<file path="src/rtl/i2stx_pkg.sv">
// Shared constants and types of the serial audio transmitter.
// Assumes a maximum sample word of 32 bits and slots of 16 or 32 bits.
package i2stx_pkg;
    localparam int SMP_W    = 32;  // widest data word and widest slot
    localparam int SLOT_W   = 6;   // slot index over a 64-bit frame
    localparam int PH_W     = 4;   // divider ticks per narrow-slot bit period = 16

    typedef enum logic [2:0] {
        FMT_STD   = 3'd0,
        FMT_LJ    = 3'd1,
        FMT_RJ    = 3'd2,
        FMT_PCM_S = 3'd3,
        FMT_PCM_L = 3'd4
    } fmt_e;
endpackage

</file>
<file path="src/rtl/i2stx_clkgen.sv">
// Clock generator: divides clk by (div+1) into ticks, and counts ticks in a
// phase counter. mclk level toggles every tick (period 2 ticks). The bit clock
// takes 8 ticks per period with 32-bit slots and 16 ticks with 16-bit slots,
// so a frame always spans 512 ticks. Assumes div and wide stay static while run.
module i2stx_clkgen
    import i2stx_pkg::*;
#(
    parameter int DIV_W = 8
) (
    input  logic             clk,
    input  logic             rst_n,
    input  logic             run,
    input  logic             wide,
    input  logic [DIV_W-1:0] div,
    output logic             bclk_lvl,
    output logic             mclk_lvl,
    output logic             fall_evt
);
    logic [DIV_W-1:0] div_cnt;
    logic [PH_W-1:0]  ph;
    logic             tick;

    assign tick = run && (div_cnt == div);

    // divider: count 0..div, restart on tick or when stopped
    always_ff @(posedge clk) begin
        if (!rst_n)              div_cnt <= '0;
        else if (!run || tick)   div_cnt <= '0;
        else                     div_cnt <= div_cnt + 1'b1;
    end

    // phase counter: advances once per tick, parked at zero while stopped
    always_ff @(posedge clk) begin
        if (!rst_n)      ph <= '0;
        else if (!run)   ph <= '0;
        else if (tick)   ph <= ph + 1'b1;
    end

    assign mclk_lvl = ph[0];
    assign bclk_lvl = wide ? ph[PH_W-2] : ph[PH_W-1];
    assign fall_evt = tick && (wide ? (ph[PH_W-2:0] == '1) : (ph == '1));
endmodule

</file>
<file path="src/rtl/i2stx_smpbuf.sv">
// Two-stage sample store: a staging pair filled by the valid/ready port and
// the playing pair used by the shifter. On 'load' (start of a frame) the
// staged pair moves to play, or zeros play and the sticky underrun flag sets.
// 'src_*' gives the pair the bit mapper must use in the current cycle.
module i2stx_smpbuf
    import i2stx_pkg::*;
(
    input  logic             clk,
    input  logic             rst_n,
    input  logic             run,
    input  logic             in_valid,
    input  logic [SMP_W-1:0] in_left,
    input  logic [SMP_W-1:0] in_right,
    output logic             in_ready,
    input  logic             load,
    input  logic             urun_clr,
    output logic [SMP_W-1:0] src_left,
    output logic [SMP_W-1:0] src_right,
    output logic             hold_left_lsb,
    output logic             hold_right_lsb,
    output logic             urun
);
    logic [SMP_W-1:0] nxt_l, nxt_r, cur_l, cur_r;
    logic             nxt_v, fire;

    assign in_ready = run && !nxt_v;
    assign fire     = in_valid && in_ready;

    // staging register: filled by a handshake, emptied by a frame load
    always_ff @(posedge clk) begin
        if (!rst_n) begin
            nxt_v <= 1'b0;
            nxt_l <= '0;
            nxt_r <= '0;
        end else if (!run) begin
            nxt_v <= 1'b0;
        end else if (fire) begin
            nxt_l <= in_left;
            nxt_r <= in_right;
            nxt_v <= 1'b1;
        end else if (load) begin
            nxt_v <= 1'b0;
        end
    end

    // playing register: takes the staged pair or silence at each frame start
    always_ff @(posedge clk) begin
        if (!rst_n || !run) begin
            cur_l <= '0;
            cur_r <= '0;
        end else if (load) begin
            cur_l <= nxt_v ? nxt_l : '0;
            cur_r <= nxt_v ? nxt_r : '0;
        end
    end

    // underrun flag: set by an empty load, cleared by software
    always_ff @(posedge clk) begin
        if (!rst_n)                       urun <= 1'b0;
        else if (run && load && !nxt_v)   urun <= 1'b1;
        else if (urun_clr)                urun <= 1'b0;
    end

    assign src_left       = !load ? cur_l : (nxt_v ? nxt_l : '0);
    assign src_right      = !load ? cur_r : (nxt_v ? nxt_r : '0);
    assign hold_left_lsb  = cur_l[0];
    assign hold_right_lsb = cur_r[0];
endmodule

</file>
<file path="src/rtl/i2stx_slotmap.sv">
// Combinational bit mapper: for the slot about to be emitted, picks the data
// bit and the word-select level from the format, data length and slot width.
// Assumes slot < 2*slot width. Unknown format codes map as standard I2S.
module i2stx_slotmap
    import i2stx_pkg::*;
#(
    parameter int SYNC_LEN = 13
) (
    input  logic [2:0]        fmt,
    input  logic [1:0]        len_sel,
    input  logic              wide,
    input  logic [SLOT_W-1:0] slot,
    input  logic [SMP_W-1:0]  src_left,
    input  logic [SMP_W-1:0]  src_right,
    input  logic              spill_left,
    input  logic              spill_right,
    output logic              sd_bit,
    output logic              ws_bit
);
    logic [6:0]       flen, dlen, pos, off, s7, nx7, last;
    logic             ch;
    logic [SMP_W-1:0] word, aligned;
    logic [4:0]       idx;

    // decode lengths, slot position and the MSB-aligned data word
    always_comb begin
        flen = wide ? 7'd32 : 7'd16;
        case (len_sel)
            2'd0:    dlen = 7'd16;
            2'd1:    dlen = 7'd24;
            default: dlen = 7'd32;
        endcase
        s7      = {1'b0, slot};
        last    = (flen << 1) - 7'd1;
        nx7     = (s7 == last) ? 7'd0 : s7 + 7'd1;
        ch      = (s7 >= flen);
        pos     = ch ? (s7 - flen) : s7;
        off     = flen - dlen;
        word    = ch ? src_right : src_left;
        aligned = word << (7'(SMP_W) - dlen);
    end

    // data bit selection per format
    always_comb begin
        sd_bit = 1'b0;
        idx    = '0;
        case (fmt)
            FMT_LJ, FMT_PCM_S, FMT_PCM_L: begin
                if (pos < dlen) begin
                    idx    = 5'(7'd31 - pos);
                    sd_bit = aligned[idx];
                end
            end
            FMT_RJ: begin
                if (pos >= off) begin
                    idx    = 5'(7'd31 - (pos - off));
                    sd_bit = aligned[idx];
                end
            end
            default: begin
                if (pos == 7'd0) begin
                    sd_bit = (dlen == flen) ? (ch ? spill_left : spill_right) : 1'b0;
                end else if ((pos - 7'd1) < dlen) begin
                    idx    = 5'(7'd32 - pos);
                    sd_bit = aligned[idx];
                end
            end
        endcase
    end

    // word-select level per format
    always_comb begin
        case (fmt)
            FMT_LJ, FMT_RJ: ws_bit = ch;
            FMT_PCM_S:      ws_bit = (s7 == last);
            FMT_PCM_L:      ws_bit = (s7 < 7'(SYNC_LEN));
            default:        ws_bit = (nx7 >= flen);
        endcase
    end
endmodule

</file>
<file path="src/rtl/i2s_audio_tx.sv">
// Top of the serial audio transmitter in bus-controller mode. Ties the clock
// generator, sample store and bit mapper to a slot sequencer that registers
// sd/ws on each falling bit-clock event. Assumes static configuration while
// tx_en is high; tx_en low resets all transmit state to idle.
module i2s_audio_tx
    import i2stx_pkg::*;
#(
    parameter int DIV_W    = 8,
    parameter int SYNC_LEN = 13
) (
    input  logic             clk,
    input  logic             rst_n,
    input  logic             tx_en,
    input  logic [2:0]       fmt_sel,
    input  logic [1:0]       len_sel,
    input  logic             frame_wide,
    input  logic             bclk_inv,
    input  logic             mclk_on,
    input  logic [DIV_W-1:0] clk_div,
    input  logic             smp_valid,
    input  logic [SMP_W-1:0] smp_left,
    input  logic [SMP_W-1:0] smp_right,
    output logic             smp_ready,
    input  logic             urun_clr,
    output logic             bclk,
    output logic             ws,
    output logic             sd,
    output logic             mclk,
    output logic             urun
);
    logic              wide_eff, bclk_lvl, mclk_lvl, fall_evt, load;
    logic [SLOT_W-1:0] slot_q, nslot, last_slot;
    logic              live_q, sd_q, ws_q, mclk_q;
    logic [SMP_W-1:0]  src_l, src_r;
    logic              hold_l, hold_r, sd_bit, ws_bit;

    assign wide_eff  = frame_wide || (len_sel != 2'd0);
    assign last_slot = wide_eff ? SLOT_W'(63) : SLOT_W'(31);
    assign nslot     = !live_q ? '0 : ((slot_q == last_slot) ? '0 : slot_q + 1'b1);
    assign load      = fall_evt && (nslot == '0);

    i2stx_clkgen #(.DIV_W(DIV_W)) u_clk (
        .clk      (clk),
        .rst_n    (rst_n),
        .run      (tx_en),
        .wide     (wide_eff),
        .div      (clk_div),
        .bclk_lvl (bclk_lvl),
        .mclk_lvl (mclk_lvl),
        .fall_evt (fall_evt)
    );

    i2stx_smpbuf u_buf (
        .clk            (clk),
        .rst_n          (rst_n),
        .run            (tx_en),
        .in_valid       (smp_valid),
        .in_left        (smp_left),
        .in_right       (smp_right),
        .in_ready       (smp_ready),
        .load           (load),
        .urun_clr       (urun_clr),
        .src_left       (src_l),
        .src_right      (src_r),
        .hold_left_lsb  (hold_l),
        .hold_right_lsb (hold_r),
        .urun           (urun)
    );

    i2stx_slotmap #(.SYNC_LEN(SYNC_LEN)) u_map (
        .fmt         (fmt_sel),
        .len_sel     (len_sel),
        .wide        (wide_eff),
        .slot        (nslot),
        .src_left    (src_l),
        .src_right   (src_r),
        .spill_left  (hold_l),
        .spill_right (hold_r),
        .sd_bit      (sd_bit),
        .ws_bit      (ws_bit)
    );

    // slot sequencer: advance one slot and launch sd/ws at each falling event
    always_ff @(posedge clk) begin
        if (!rst_n || !tx_en) begin
            slot_q <= '0;
            live_q <= 1'b0;
            sd_q   <= 1'b0;
            ws_q   <= 1'b0;
        end else if (fall_evt) begin
            slot_q <= nslot;
            live_q <= 1'b1;
            sd_q   <= sd_bit;
            ws_q   <= ws_bit;
        end
    end

    // master clock output register, gated by enable
    always_ff @(posedge clk) begin
        if (!rst_n) mclk_q <= 1'b0;
        else        mclk_q <= tx_en && mclk_on && mclk_lvl;
    end

    assign bclk = bclk_lvl ^ bclk_inv;
    assign sd   = sd_q;
    assign ws   = ws_q;
    assign mclk = mclk_q;
endmodule

</file>
<file path="config.mk">
export PLATFORM = sky130hd
export DESIGN_NAME = i2s_audio_tx
export DESIGN_NICKNAME = d
export VERILOG_FILES = /design/src/rtl/i2stx_pkg.sv /design/src/rtl/i2stx_clkgen.sv /design/src/rtl/i2stx_smpbuf.sv /design/src/rtl/i2stx_slotmap.sv /design/src/rtl/i2s_audio_tx.sv
export SDC_FILE = /design/constraint.sdc
export NUM_CORES = 1
export LEC_CHECK = 0
export BUFFER_PORTS_ARGS = -buffer_cell sky130_fd_sc_hd__buf_2
export CORE_ASPECT_RATIO = 1.5
export CORE_MARGIN = 1.5
export CORE_UTILIZATION = 30
export CTS_BUF_LIST = sky130_fd_sc_hd__clkbuf_8
export DETAILED_ROUTE_END_ITERATION = 8
export GPL_ROUTABILITY_DRIVEN = 0
export PLACE_DENSITY = 0.58
export SYNTH_ARGS = -nofsm -noshare
export SYNTH_HDL_FRONTEND = slang
export SYNTH_HIERARCHICAL = 1
export SYNTH_SLANG_ARGS = --single-unit
</file>
<file path="constraint.sdc">
create_clock -name clk -period 4.9 [get_ports clk]
set_clock_uncertainty 0.05 [all_clocks]
set_input_delay 0.49 -clock clk [delete_from_list [all_inputs] [get_ports clk]]
set_output_delay 0.49 -clock clk [all_outputs]
set_load 0.01 [all_outputs]
</file>
==> results.cfg <==
[worst_setup_path]
critical_path_class = flop to flop
crit_fanout = 26
cp-end-kind = flop
regToRegSetupSlack_ps = 330
slowest_stage = mux4_2
critical-path-top-delay-family = adder cells
r2r_cells = 19
critical_path.max_stage_delay_ps = 510
worst_ep_required_time_ps = 5280
path_buf_inv = 2
cp_cell_sequence = ha_2 > nand3_1 > xor2_1 > nor2_1 > inv_1 > ha_1 > fa_1 > a21boi_2 > buf_12 > mux2i_1 > mux4_2 > nand2_1 > o211ai_1 > and3_1 > a2111oi_2 > o21ai_1 > nand4_1 > mux2i_1 > nor2_1
r2r-end = sd
reg2reg_from = slot_q[0]
cp-start-kind = flop
crit_arrival_ps = 4950
path_depth = 19

[worst_hold_path]
min_to = mclk
worstHoldStart = mclk_on
hold_path.class = primary input to flop
hold_depth = 3

[die]
die_w_um = 145
ios = 91
num_rows = 77
start_util_pct = 30.7
core_area_mm2 = 0.0296
die-area_mm2 = 0.0313
die_y_um = 216

[global_routing]
use_met3_pct = 3.00
grt_use_met2_pct = 27.7
overflow = 0
busiest_layer = met2
grt_pass1_vias = 8022
met1_usage_pct = 18.7
antenna_found_initial = 1
grt_max_degree = 69
grt_pass1_wl_mm = 41.3
grt_usage_pct = 16.6

[detailed_routing]
via_per_inst = 5.20
vias = 8379
post_drt_wl_per_cell_um = 16.0
firstDrtPassIters = 5
ant_nets = 0
drt_wl_total_mm = 25.7
remaining_drc_errors = 0
drtIter0Drc = 545

[cts]
clk_latency_ps = 490
post_cts_buffers = 0
path_clk_slew_ps = 90
cts_buffers = 17
clockBufferDepth = 2
cts_tree = done
htreeDepth = 4
root_buffer = clkbuf_8
cts_sinks = 152
cts_hold_buf = 0

[yosys]
synth_ff_type = dfxtp_1
synth_area_mm2 = 0.00907
synthTopCellsByArea = dfxtp_1 34%, nand2_1 11%, mux2i_1 8.9%
postSynthAreaPerCell_um2 = 7.91
synth.distinct_cells = 82
yosys_warnings = 6
syn_nets = 1255
ys_seq_area_share_pct = 33.6
ys_async_sr_fraction_pct = 0
yosysTopAreaCell = dfxtp_1
ys_ff_latch = 152
syn_inst = 1146
synth_edf_count = 0
yosysTopAreaCellShare_pct = 33.6

[finish]
drive_gt1_share_pct = 16.0
final_nets = 1312
final_common_cell = nand2_1
area.growth.synth_to_final_pct = 13.7
final_cell_mix = 254 x nand2_1, 151 x dfxtp_1, 102 x a21oi_1

[sta]
fin_crit_sh_pct = 93.4
finalHoldViolations = 0
rsz0062_at_grt = false
worst_pin_slew_ps = 990
report.final.slew_viol_count = 0
max-slew-margin-rel_pct = 34.0
tns_ps = 0
setup-violations-final = 0
fmax_mhz = 219
fin_crit_ps = 4570

[power]
p_int_mw = 1.94
leakage_nw = 4.15
powerDensity_mw_per_mm2 = 255
net-switching-power_uw = 688
swShare_pct = 26.2
power_mw = 2.63
clockPowerShare_pct = 41.2
ir_drop_mv = 0.167
p_comb_share_pct = 9.8
p_seq_share_pct = 49.0

[place]
hpwl_mm = 19.0
portBuffers = 90

[flow_run]
maxCapViolCount = 0

[status]
run_status = finished, final reports clean
-- worst max path at each step --
stage / start / to / slack (ps)
2_1_floorplan: len_sel[1] / sd / 530
3_3_place_gp: len_sel[0] / sd / 240
3_5_place_dp: len_sel[0] / sd / 190
4_1_cts: slot_q[0] / sd / 190
5_1_grt: slot_q[0] / sd / 20
6_report: slot_q[0] / sd / 330
-- layout make-up --
type,instances,area (um2)
sequential,152,3040
clock inverter,14,193
antenna,1,2.50
fill,3122,19300
clock buffer,18,248
inverter,19,71.3
tap,395,494
timing repair buffer,121,748
multi-input combinational,892,5510
-- metal layers --
layer  part of all wire (%)  wire, um
met5                      0         0
met3                    4.5      1170
met1                     40     10300
met2                     48     12500
met4                    6.9      1790
-- state kept, by name, summed over array words and instances (netlist names), 4 cells and up --
signal,count
slot_q,6
u_clk/ph,4
u_buf/cur_r,32
u_buf/nxt_r,32
u_buf/cur_l,32
u_buf/nxt_l,32
u_clk/div_cnt,8
-- power groups by stage --
| stage | clock [mW] | sequential, mW | combinational, mW |
|---|---|---|---|
| finish | 1.08 | 1.29 | 0.256 |
| detailed placement | 0 | 1.32 | 0.257 |
| global route | 1.16 | 1.29 | 0.285 |
| CTS | 1.12 | 1.29 | 0.258 |
| floorplan | 0 | 1.30 | 0.188 |
| global placement | 0 | 1.32 | 0.253 |
-- through the flow --
stage / hold slack, ps / cells / util [%] / setup slack, ps / instance area [um2]
final: 169 / 1612 / 34.9 / 325 / 10300
after global routing: 162 / 1612 / 34.9 / 16.1 / 10300
after CTS: 134 / 1611 / 34.8 / 195 / 10300
after detailed placement: 399 / 1579 / 33.3 / 191 / 9850
after global placement: 397 / 1579 / 33.3 / 240 / 9850
after floorplan: 385 / 1146 / - / 527 / 9070
-- synth_stat cells, types with 3 or more instances --
| library cell | n |
|---|---|
| a211oi_1 | 20 |
| a21boi_0 | 3 |
| a21o_1 | 3 |
| a21oi_1 | 102 |
| a22oi_1 | 3 |
| a311oi_1 | 3 |
| a31oi_1 | 4 |
| and3_1 | 4 |
| buf_1 | 3 |
| buf_12 | 6 |
| buf_2 | 20 |
| buf_4 | 4 |
| buf_6 | 4 |
| clkbuf_1 | 46 |
| dfxtp_1 | 152 |
| ha_1 | 22 |
| inv_1 | 17 |
| mux2_2 | 9 |
| mux2i_1 | 81 |
| mux4_2 | 6 |
| nand2_1 | 255 |
| nand2b_1 | 75 |
| nand3_1 | 88 |
| nand3b_1 | 3 |
| nand4_1 | 6 |
| nor2_1 | 46 |
| nor2b_1 | 6 |
| nor3_1 | 12 |
| nor4_1 | 9 |
| o2111ai_1 | 3 |
| o211ai_1 | 7 |
| o21ai_0 | 19 |
| o22ai_1 | 14 |
| o31ai_1 | 4 |
| or4_1 | 3 |
| xnor2_1 | 15 |
| xor2_1 | 10 |
-- kinds of logic (layout without fill, tap and decap cells) --
logic type | count (synthesis) | after routing | share of synthesized area [%]
muxes | 97 | 97 | 11.7
and+or+nand+nor | 529 | 529 | 27.6
xor gates and xnor gates | 25 | 25 | 2.41
DFF | 152 | 152 | 33.6
AOI/OAI and AO/OA | 217 | 217 | 15.2
buffers and inverters | 102 | 172 | 6.07
adders and majority gates | 24 | 24 | 3.48
other | 0 | 1 | 0
-- repair_timing --
item,in CTS,in global routing
endpoints found under the setup margin,0,1
gates resized for setup,0,3
endpoints found under the hold margin,0,0
-- worst reg2reg max path, cell delays in order, from the launching register on --
cell,delay [ps]
dfxtp_1,460
ha_2,320
nand3_1,110
xor2_1,170
nor2_1,190
inv_1,130
ha_1,210
fa_1,450
a21boi_2,210
buf_12,180
mux2i_1,290
mux4_2,510
nand2_1,80
o211ai_1,140
and3_1,230
a2111oi_2,390
o21ai_1,130
nand4_1,110
mux2i_1,70
nor2_1,80
No activity file was read; power rests on OpenSTA's default activity.
